==> config.mk <==
export PLATFORM = sky130hd
export DESIGN_NAME = halt_pwr_seq
export DESIGN_NICKNAME = d
export VERILOG_FILES = /design/src/rtl/hps_pkg.sv /design/src/rtl/hps_wake_merge.sv /design/src/rtl/hps_settle_timer.sv /design/src/rtl/hps_op_point.sv /design/src/rtl/halt_pwr_seq.sv
export SDC_FILE = /design/constraint.sdc
export NUM_CORES = 1
export LEC_CHECK = 0
export CORE_MARGIN = 10
export CORE_UTILIZATION = 49
export CTS_BUF_LIST = sky130_fd_sc_hd__clkbuf_8
export CTS_CLUSTER_DIAMETER = 60
export DETAILED_ROUTE_END_ITERATION = 7
export GPL_TIMING_DRIVEN = 0
export PLACE_DENSITY = 0.84
export SLEW_MARGIN = 40
export SYNTH_ARGS = -nofsm -noshare
export SYNTH_HDL_FRONTEND = slang
export SYNTH_HIERARCHICAL = 1
export SYNTH_SLANG_ARGS = --single-unit
==> constraint.sdc <==
create_clock -name clk -period 4.1 [get_ports clk]
set_input_delay 0.82 -clock clk [delete_from_list [all_inputs] [get_ports clk]]
set_output_delay 0.82 -clock clk [all_outputs]
set_load 0.005 [all_outputs]
==> src/rtl/hps_pkg.sv <==
package hps_pkg;
   typedef enum logic [2:0] {
      ST_RUN     = 3'd0,
      ST_HALT    = 3'd1,
      ST_DN_SEQ  = 3'd2,
      ST_DEEP    = 3'd3,
      ST_UP_SEQ  = 3'd4,
      ST_STOPGNT = 3'd5
   } pstate_e;
endpackage

==> src/rtl/hps_wake_merge.sv <==
module hps_wake_merge #(
   parameter int NUM_LINT = 2
) (
   input  logic                evt_smi,
   input  logic                evt_init,
   input  logic                evt_binit,
   input  logic [NUM_LINT-1:0] evt_lint,
   output logic                wake
);
   logic [NUM_LINT:0] chain;
   assign chain[0] = evt_smi | evt_init | evt_binit;
   for (genvar g = 0; g < NUM_LINT; g++) begin : g_lint
      assign chain[g+1] = chain[g] | evt_lint[g];
   end
   assign wake = chain[NUM_LINT];
endmodule

==> src/rtl/hps_settle_timer.sv <==
module hps_settle_timer #(
   parameter int SETTLE_W = 8
) (
   input  logic                clk,
   input  logic                rst_n,
   input  logic                load,
   input  logic [SETTLE_W-1:0] load_val,
   output logic                zero
);
   logic [SETTLE_W-1:0] cnt_q;

   always_ff @(posedge clk or negedge rst_n) begin
      if (!rst_n)            cnt_q <= '0;
      else if (load)         cnt_q <= load_val;
      else if (cnt_q != '0)  cnt_q <= cnt_q - 1'b1;
   end

   assign zero = (cnt_q == '0);

   p_settle_load_r6: assert property (@(posedge clk) disable iff (!rst_n)
      (load && load_val != '0) |=> !zero);
endmodule

==> src/rtl/hps_op_point.sv <==
module hps_op_point #(
   parameter int                RATIO_W   = 6,
   parameter int                VID_W     = 8,
   parameter logic [RATIO_W-1:0] RST_RATIO = '0,
   parameter logic [VID_W-1:0]   RST_VID   = '0
) (
   input  logic               clk,
   input  logic               rst_n,
   input  logic               capture,
   input  logic               ratio_lo,
   input  logic               vid_lo,
   input  logic [RATIO_W-1:0] cfg_run_ratio,
   input  logic [VID_W-1:0]   cfg_run_vid,
   input  logic [RATIO_W-1:0] cfg_idle_ratio,
   input  logic [VID_W-1:0]   cfg_idle_vid,
   output logic [RATIO_W-1:0] core_ratio,
   output logic [VID_W-1:0]   vid_code
);
   logic [RATIO_W-1:0] run_ratio_q, idle_ratio_q;
   logic [VID_W-1:0]   run_vid_q, idle_vid_q;

   always_ff @(posedge clk or negedge rst_n) begin
      if (!rst_n) begin
         run_ratio_q  <= RST_RATIO;
         idle_ratio_q <= RST_RATIO;
         run_vid_q    <= RST_VID;
         idle_vid_q   <= RST_VID;
      end else if (capture) begin
         run_ratio_q  <= cfg_run_ratio;
         idle_ratio_q <= cfg_idle_ratio;
         run_vid_q    <= cfg_run_vid;
         idle_vid_q   <= cfg_idle_vid;
      end
   end

   assign core_ratio = ratio_lo ? idle_ratio_q : run_ratio_q;
   assign vid_code   = vid_lo   ? idle_vid_q   : run_vid_q;

   p_frozen_when_idle_r11: assert property (@(posedge clk) disable iff (!rst_n)
      (!capture && !ratio_lo && !vid_lo) |=> (!capture || $stable(run_ratio_q)));
endmodule

==> src/rtl/halt_pwr_seq.sv <==
module halt_pwr_seq
   import hps_pkg::*;
#(
   parameter int                 NUM_THREADS = 2,
   parameter int                 NUM_LINT    = 2,
   parameter int                 SETTLE_W    = 8,
   parameter int                 RATIO_W     = 6,
   parameter int                 VID_W       = 8,
   parameter logic [RATIO_W-1:0] RST_RATIO   = 6'd20,
   parameter logic [VID_W-1:0]   RST_VID     = 8'h30
) (
   input  logic                   clk,
   input  logic                   rst_n,
   input  logic [NUM_THREADS-1:0] thr_halt,
   input  logic                   evt_smi,
   input  logic                   evt_init,
   input  logic                   evt_binit,
   input  logic [NUM_LINT-1:0]    evt_lint,
   input  logic                   stpclk_req,
   input  logic                   enh_en,
   input  logic                   smi_rsm,
   input  logic                   rsm_to_halt,
   input  logic [SETTLE_W-1:0]    settle_cycles,
   input  logic [RATIO_W-1:0]     cfg_run_ratio,
   input  logic [VID_W-1:0]       cfg_run_vid,
   input  logic [RATIO_W-1:0]     cfg_idle_ratio,
   input  logic [VID_W-1:0]       cfg_idle_vid,
   output logic [RATIO_W-1:0]     core_ratio,
   output logic [VID_W-1:0]       vid_code,
   output logic [2:0]             pstate,
   output logic                   snoop_en
);
   if (NUM_THREADS < 1) begin : g_bad_threads
      $error("halt_pwr_seq: NUM_THREADS must be at least 1");
   end
   if (NUM_LINT < 1) begin : g_bad_lint
      $error("halt_pwr_seq: NUM_LINT must be at least 1");
   end
   if (SETTLE_W < 1 || RATIO_W < 1 || VID_W < 1) begin : g_bad_width
      $error("halt_pwr_seq: widths must be positive");
   end

   pstate_e state_q, state_d;
   logic    rlo_q, rlo_d, vlo_q, vlo_d, ret_deep_q, ret_deep_d;
   logic    tload, tzero, wake, go_idle;

   hps_wake_merge #(.NUM_LINT(NUM_LINT)) u_wake (
      .evt_smi(evt_smi), .evt_init(evt_init), .evt_binit(evt_binit),
      .evt_lint(evt_lint), .wake(wake));

   hps_settle_timer #(.SETTLE_W(SETTLE_W)) u_timer (
      .clk(clk), .rst_n(rst_n), .load(tload), .load_val(settle_cycles),
      .zero(tzero));

   hps_op_point #(.RATIO_W(RATIO_W), .VID_W(VID_W),
                  .RST_RATIO(RST_RATIO), .RST_VID(RST_VID)) u_op (
      .clk(clk), .rst_n(rst_n), .capture(state_q == ST_RUN),
      .ratio_lo(rlo_q), .vid_lo(vlo_q),
      .cfg_run_ratio(cfg_run_ratio), .cfg_run_vid(cfg_run_vid),
      .cfg_idle_ratio(cfg_idle_ratio), .cfg_idle_vid(cfg_idle_vid),
      .core_ratio(core_ratio), .vid_code(vid_code));

   assign go_idle = (&thr_halt) | (smi_rsm & rsm_to_halt);

   always_comb begin
      state_d    = state_q;
      rlo_d      = rlo_q;
      vlo_d      = vlo_q;
      ret_deep_d = ret_deep_q;
      tload      = 1'b0;
      unique case (state_q)
         ST_RUN: begin
            if (!wake && go_idle) begin
               if (enh_en) begin
                  state_d = ST_DN_SEQ;
                  rlo_d   = 1'b1;
                  tload   = 1'b1;
               end else begin
                  state_d = ST_HALT;
               end
            end
         end
         ST_HALT: begin
            if (wake) state_d = ST_RUN;
            else if (stpclk_req) begin
               state_d    = ST_STOPGNT;
               ret_deep_d = 1'b0;
            end
         end
         ST_DN_SEQ: begin
            if (wake) state_d = ST_UP_SEQ;
            else if (tzero) begin
               if (!vlo_q) begin
                  vlo_d = 1'b1;
                  tload = 1'b1;
               end else begin
                  state_d = ST_DEEP;
               end
            end
         end
         ST_DEEP: begin
            if (wake) begin
               state_d = ST_UP_SEQ;
               vlo_d   = 1'b0;
               tload   = 1'b1;
            end else if (stpclk_req) begin
               state_d    = ST_STOPGNT;
               ret_deep_d = 1'b1;
            end
         end
         ST_UP_SEQ: begin
            if (tzero) begin
               if (vlo_q) begin
                  vlo_d = 1'b0;
                  tload = 1'b1;
               end else if (rlo_q) begin
                  rlo_d = 1'b0;
                  tload = 1'b1;
               end else begin
                  state_d = ST_RUN;
               end
            end
         end
         ST_STOPGNT: begin
            if (!stpclk_req) state_d = ret_deep_q ? ST_DEEP : ST_HALT;
         end
         default: state_d = ST_RUN;
      endcase
   end

   always_ff @(posedge clk or negedge rst_n) begin
      if (!rst_n) begin
         state_q    <= ST_RUN;
         rlo_q      <= 1'b0;
         vlo_q      <= 1'b0;
         ret_deep_q <= 1'b0;
      end else begin
         state_q    <= state_d;
         rlo_q      <= rlo_d;
         vlo_q      <= vlo_d;
         ret_deep_q <= ret_deep_d;
      end
   end

   assign pstate   = state_q;
   assign snoop_en = (state_q == ST_HALT) || (state_q == ST_DEEP);

   p_all_threads_r1: assert property (@(posedge clk) disable iff (!rst_n)
      (pstate == 3'd0 && !(&thr_halt) && !(smi_rsm && rsm_to_halt)) |=> pstate == 3'd0);
   p_wake_plain_r2: assert property (@(posedge clk) disable iff (!rst_n)
      (pstate == 3'd1 && wake) |=> pstate == 3'd0);
   p_wake_deep_r2: assert property (@(posedge clk) disable iff (!rst_n)
      (pstate == 3'd3 && wake) |=> pstate == 3'd4);
   p_stopclk_back_r4: assert property (@(posedge clk) disable iff (!rst_n)
      (pstate == 3'd5 && !stpclk_req) |=> (pstate == 3'd1 || pstate == 3'd3));
   p_plain_only_r5: assert property (@(posedge clk) disable iff (!rst_n)
      (pstate == 3'd0 && !enh_en) |=> pstate != 3'd2);
   p_ratio_then_vid_r6: assert property (@(posedge clk) disable iff (!rst_n)
      $rose(vlo_q) |-> $past(rlo_q));
   p_vid_then_ratio_r7: assert property (@(posedge clk) disable iff (!rst_n)
      $fell(rlo_q) |-> !$past(vlo_q));
   p_legal_code_r12: assert property (@(posedge clk) disable iff (!rst_n)
      pstate <= 3'd5);
endmodule

# After elaboration in Yosys (flattened, before gate mapping)
# Cells that the tools add are included.
# op_classes
addsub,1
eq_ne,20
muxes,43
bitwise_logic,6
n_reduce_logical,15
# op_table
operator,n
two-way mux 3 bit,11
"inequality test 2 bit, second input constant",13
two-way mux 8 bit,3
two-way mux 1 bit,21
case mux 3 bit (6 select lines),1
AND reduction 5 bit,3
logical NOT 8 bit,1
nonzero test 8 bit,1
"subtractor 8 x 1 -> 8 bit, second input constant",1
AND reduction 7 bit,1
"equality test 3 x 2 -> 1 bit, second input constant",2
"equality test 3 bit, second input constant",2
two-way mux 6 bit,1
"inequality test 3 bit, second input constant",2
nonzero test 2 bit,3
OR 1 bit,5
two-way mux 2 bit,2
case mux 1 bit (2 select lines),2
case mux 1 bit (4 select lines),1
"equality test 3 x 1 -> 1 bit, second input constant",1
logical NOT 3 bit,1
case mux 1 bit (3 select lines),1
nonzero test 3 bit,1
AND reduction 2 bit,1
other kinds (4),4
# word_totals
ff_bits,42
input_bits,49

# Longest topological paths before layout
# logic_depth
depth_word,9
ltp_mapped,10

# Modules after synthesis
# The synthesis kept the hierarchy.
# modules_own_cells
module,n_inst,cells_per_inst,area_per_inst_um2
hps_op_point,1,75,1320.0
hps_settle_timer,1,54,488.0
halt_pwr_seq,1,56,437.9
hps_wake_merge,1,3,12.5

# Least setup slack after synthesis
# No wires, ideal clock.
# synth_timing
kind,input -> register
start,input evt_init
end,register u_timer.cnt_q[5]
setup_ns,0.104
t_arrival_ns,2.906
path_slack_ns,1.090
path_stages,9
n_path_buf,2
path_cell_list,nor3_1 -> nand2_1 -> buf_6 -> or3b_4 -> o22a_2 -> o32ai_1 -> inv_1 -> clkbuf_1 -> a221oi_1
# synth_between
elab_chain_len,9
elab_cells_between_ends,12
cone_classes,mux (5); bitwise (4); reduce/logical (3)
# synth_lines
element,line_no,source
from (decl),halt_pwr_seq.sv:16,"input logic evt_init,"
OR 1 bit * (2 in a row),hps_wake_merge.sv:11,assign chain[0] = evt_smi | evt_init | evt_binit;
OR 1 bit * (2 in a row),hps_wake_merge.sv:13,assign chain[g+1] = chain[g] | evt_lint[g];
net wake,halt_pwr_seq.sv:45,"logic tload, tzero, wake, go_idle;"
logical NOT 1 bit,halt_pwr_seq.sv:73,if (!wake && go_idle) begin
logical AND 1 bit,halt_pwr_seq.sv:73,
two-way mux 1 bit,halt_pwr_seq.sv:73,
case mux 1 bit (4 select lines) *,halt_pwr_seq.sv:71,unique case (state_q)
net tload,halt_pwr_seq.sv:45,
two-way mux 8 bit or nonzero test 2 bit (tied branches),n/a,
to (signal assigned),hps_settle_timer.sv:14,else if (load) cnt_q <= load_val;
to (signal assigned),hps_settle_timer.sv:15,else if (cnt_q != '0) cnt_q <= cnt_q - 1'b1;
to (decl),hps_settle_timer.sv:10,logic [SETTLE_W-1:0] cnt_q;
# The timed path passes the listed nets; every way through them passes the cells marked *.
# A chain may end at the register's enable or synchronous reset.

# Final worst setup path
# Same ends and word-level chain as after synthesis.

==> qor.yml <==
route:
  vias: 1719
  wl_met1_microns: 2478
  wl_per_cell_microns: 17.05
  drt_pre_antenna_iters: 4
  topRoutingLayerUsed: "met4"
  ant_nets: 0
  wl_met3_microns: 366
  viasPerCell: 5.475
  drt-total-wl_microns: 5354
  drt-initial-drc-count: 75
  drc: 0
  dr_wl_met2_microns: 2470
die:
  num_io_pins: 67
  core_sq_um: 4414
  die_w_microns: 87.89
  die_y_microns: 87.89
  dieArea_sq_um: 7725
  initial_core_util_pct: 51.16
  row_count: 24
setup_path:
  arrival_ps: 3420
  worst_setup_path_end_kind: "register"
  critical-path-max-stage-delay_ps: 440
  worstSetupStartpointType: "input port"
  cp_cell_sequence: "clkdlybuf4s50_1 > nor3_1 > nand2_1 > buf_6 > or3b_4 > o22a_2 > o32ai_2 > inv_1 > clkbuf_1 > a221oi_1"
  crit_family: "compound AO/OA/AOI/OAI gates"
  cp_max_fo: 10
  slowest_stage: "o32ai_2"
  critPathBufInv: 4
  crit_required_ps: 4290
  crit_type: "in2reg"
sta:
  rsz0062_at_grt: "no"
  slew_violations: 0
  finalCritPeriodShare_pct: 78.61
  fmax_mhz: 310.3
  finalSetupViolCount: 0
  tightest_slew_ps: 786.0
  post-route-min-period_ps: 3223
  slew_headroom_pct: 47.20
  hold_violations: 0
  fin_setup_tns_ps: 0
  skew_ps: 5.123
global_route:
  grt_pass1_vias: 1734
  grtUsageTotal_pct: 14.09
  grt_max_degree: 43
  grt-ovfl-total: 0
  grt_first_pass_wirelength_microns: 8749
  antenna_found_initial: 0
layout:
  fillers: 337
  final_area_sq_um: 3102
  area_growth_pct: 37.34
  diodes: 0
  final_nets: 311
  final_core_util_pct: 70.27
  drive_gt1_share_pct: 28.24
synth:
  synth_top_area_share_pct: 37.67
  syn-cell-area_sq_um: 2258
  synth.most_common_cell: "dfrtp_1"
  ys_dominant_reg_cell: "dfrtp_1"
  ys_top_cells_by_area: "dfrtp_1, mux2_4, mux2_2, dfstp_2, nor2_1"
  syn_avg_cell_area_sq_um: 12.01
  async_reset_ff_share_pct: 100.0
  ys_seq_area_share_pct: 46.98
  synthTopCellsByCount: "dfrtp_1, mux2_2, mux2_4"
  syn_inst: 188
  synth_edf_count: 0
  yosys.area.top_type: "dfrtp_1"
  synth_cell_types: 43
  synth_nets: 238
  ys_ff_latch: 42
  yosysWarningCount: 6
cts:
  cts_tree: "done"
  cts-htree-levels: 2
  clock_path_buffers: 2
  clk_latency_ps: 290
  cts_buffers: 5
  root_buffer: "clkbuf_8"
  clk_pin_slew_ps: 90
  post_cts_buffers: 0
  cts-resized-gates: 0
  cts.sinks: 42
  cts_hold_buf: 0
placed_design:
  gp_congestion: 0.8753
  place_area_sq_um: 2982
  portBuffers: 66
  hpwl_microns: 3938
job:
  cap_violations: 0
power:
  ir_drop_mv: 0.3034
  power_density_nw_per_um2: 768.6
  power_uw: 2384
  power_leakage_uw: 0.001283
hold_path:
  hp-class: "in2async"
status:
  status: "finished clean"
[flip-flops by register name, summed over array words and instances (netlist names)]
signal             flops
u_op/run_ratio_q       6
u_op/idle_ratio_q      6
ret_deep_q             1
rlo_q                  1
pstate                 3
vlo_q                  1
u_op/idle_vid_q        8
u_timer/cnt_q          8
u_op/run_vid_q         8
[power breakdown]
group	total (uW)	switching [uW]	internal, uW
clock	333	151	183
combinational	1260	471	786
sequential	793	145	648
[layout make-up]
class                   instances  area (sq um)  area share [%]
flip-flops and latches         42          1061           34.21
repair buffers                 66         658.1           21.22
multi-input cells             129          1082           34.89
well taps                      52         65.06           2.098
plain buffers                  11         100.1           3.227
clock inverters                 3         43.79           1.412
inverters                       6         22.52          0.7261
clock buffers                   5         68.82           2.219
[worst register-to-register path, stage by stage, from the launching register on]
cell	delay, ps
dfrtp_1	380
buf_6	130
or4_4	550
nor3_1	620
inv_1	160
o32ai_2	520
inv_1	150
clkbuf_1	270
a221oi_1	330
[layer usage]
metal	vias to the layer above	global-route usage [%]
li1	831	-
met3	5	4.364
met5	-	0
met4	0	3.043
met1	826	19.22
met2	57	21.36
[placed cells by master (no fill, tap or decap), types with 4 or more instances in the layout]
master / synthesis / routed
clkdlybuf4s50_1: 0 / 65
dfrtp_1: 34 / 34
mux2_2: 23 / 23
mux2_4: 20 / 20
nor2_1: 16 / 16
nand2_1: 12 / 12
o21ai_0: 8 / 8
dfstp_2: 8 / 8
nor3_1: 7 / 7
inv_1: 6 / 6
a31oi_1: 5 / 5
clkbuf_8: 0 / 5
a21oi_1: 4 / 4
[worst paths after layout]
path,from,endpoint,slack [ps],cells past startpoint
setup / recovery,evt_init,u_timer/cnt_q[5],880,10
hold / removal,rst_n,u_op/idle_ratio_q[0],490,1
setup reg to reg,u_timer/cnt_q[3],u_timer/cnt_q[5],890,8
hold reg to reg,u_op/run_ratio_q[3],u_op/run_ratio_q[3],510,1
max in group asynchronous,rst_n,u_op/idle_vid_q[4],3230,1
min in group clk,u_op/run_ratio_q[3],u_op/run_ratio_q[3],510,1
[cells by family after synthesis]
kind of cell / Yosys count / synth area share, %
buffers and inverters: 17 / 5.429
adders and majority gates: 1 / 0.5539
muxes: 43 / 24.76
and+or+nand+nor: 48 / 10.58
AOI/OAI and AO/OA: 36 / 11.30
xor gates and xnor gates: 1 / 0.3879
DFF: 42 / 46.98
[stage by stage]
stage / cells / setup slack, ps / hold slack [ps]
6_report: 314 / 876.8 / 490.1
5_1_grt: 314 / 630.5 / 523.9
4_1_cts: 314 / 554.8 / 511.2
3_5_place_dp: 306 / 255.8 / 494.7
3_3_place_gp: 306 / 336.0 / 484.1
2_1_floorplan: 188 / 1090 / 474.9
(Power assumes the default switching activity.)
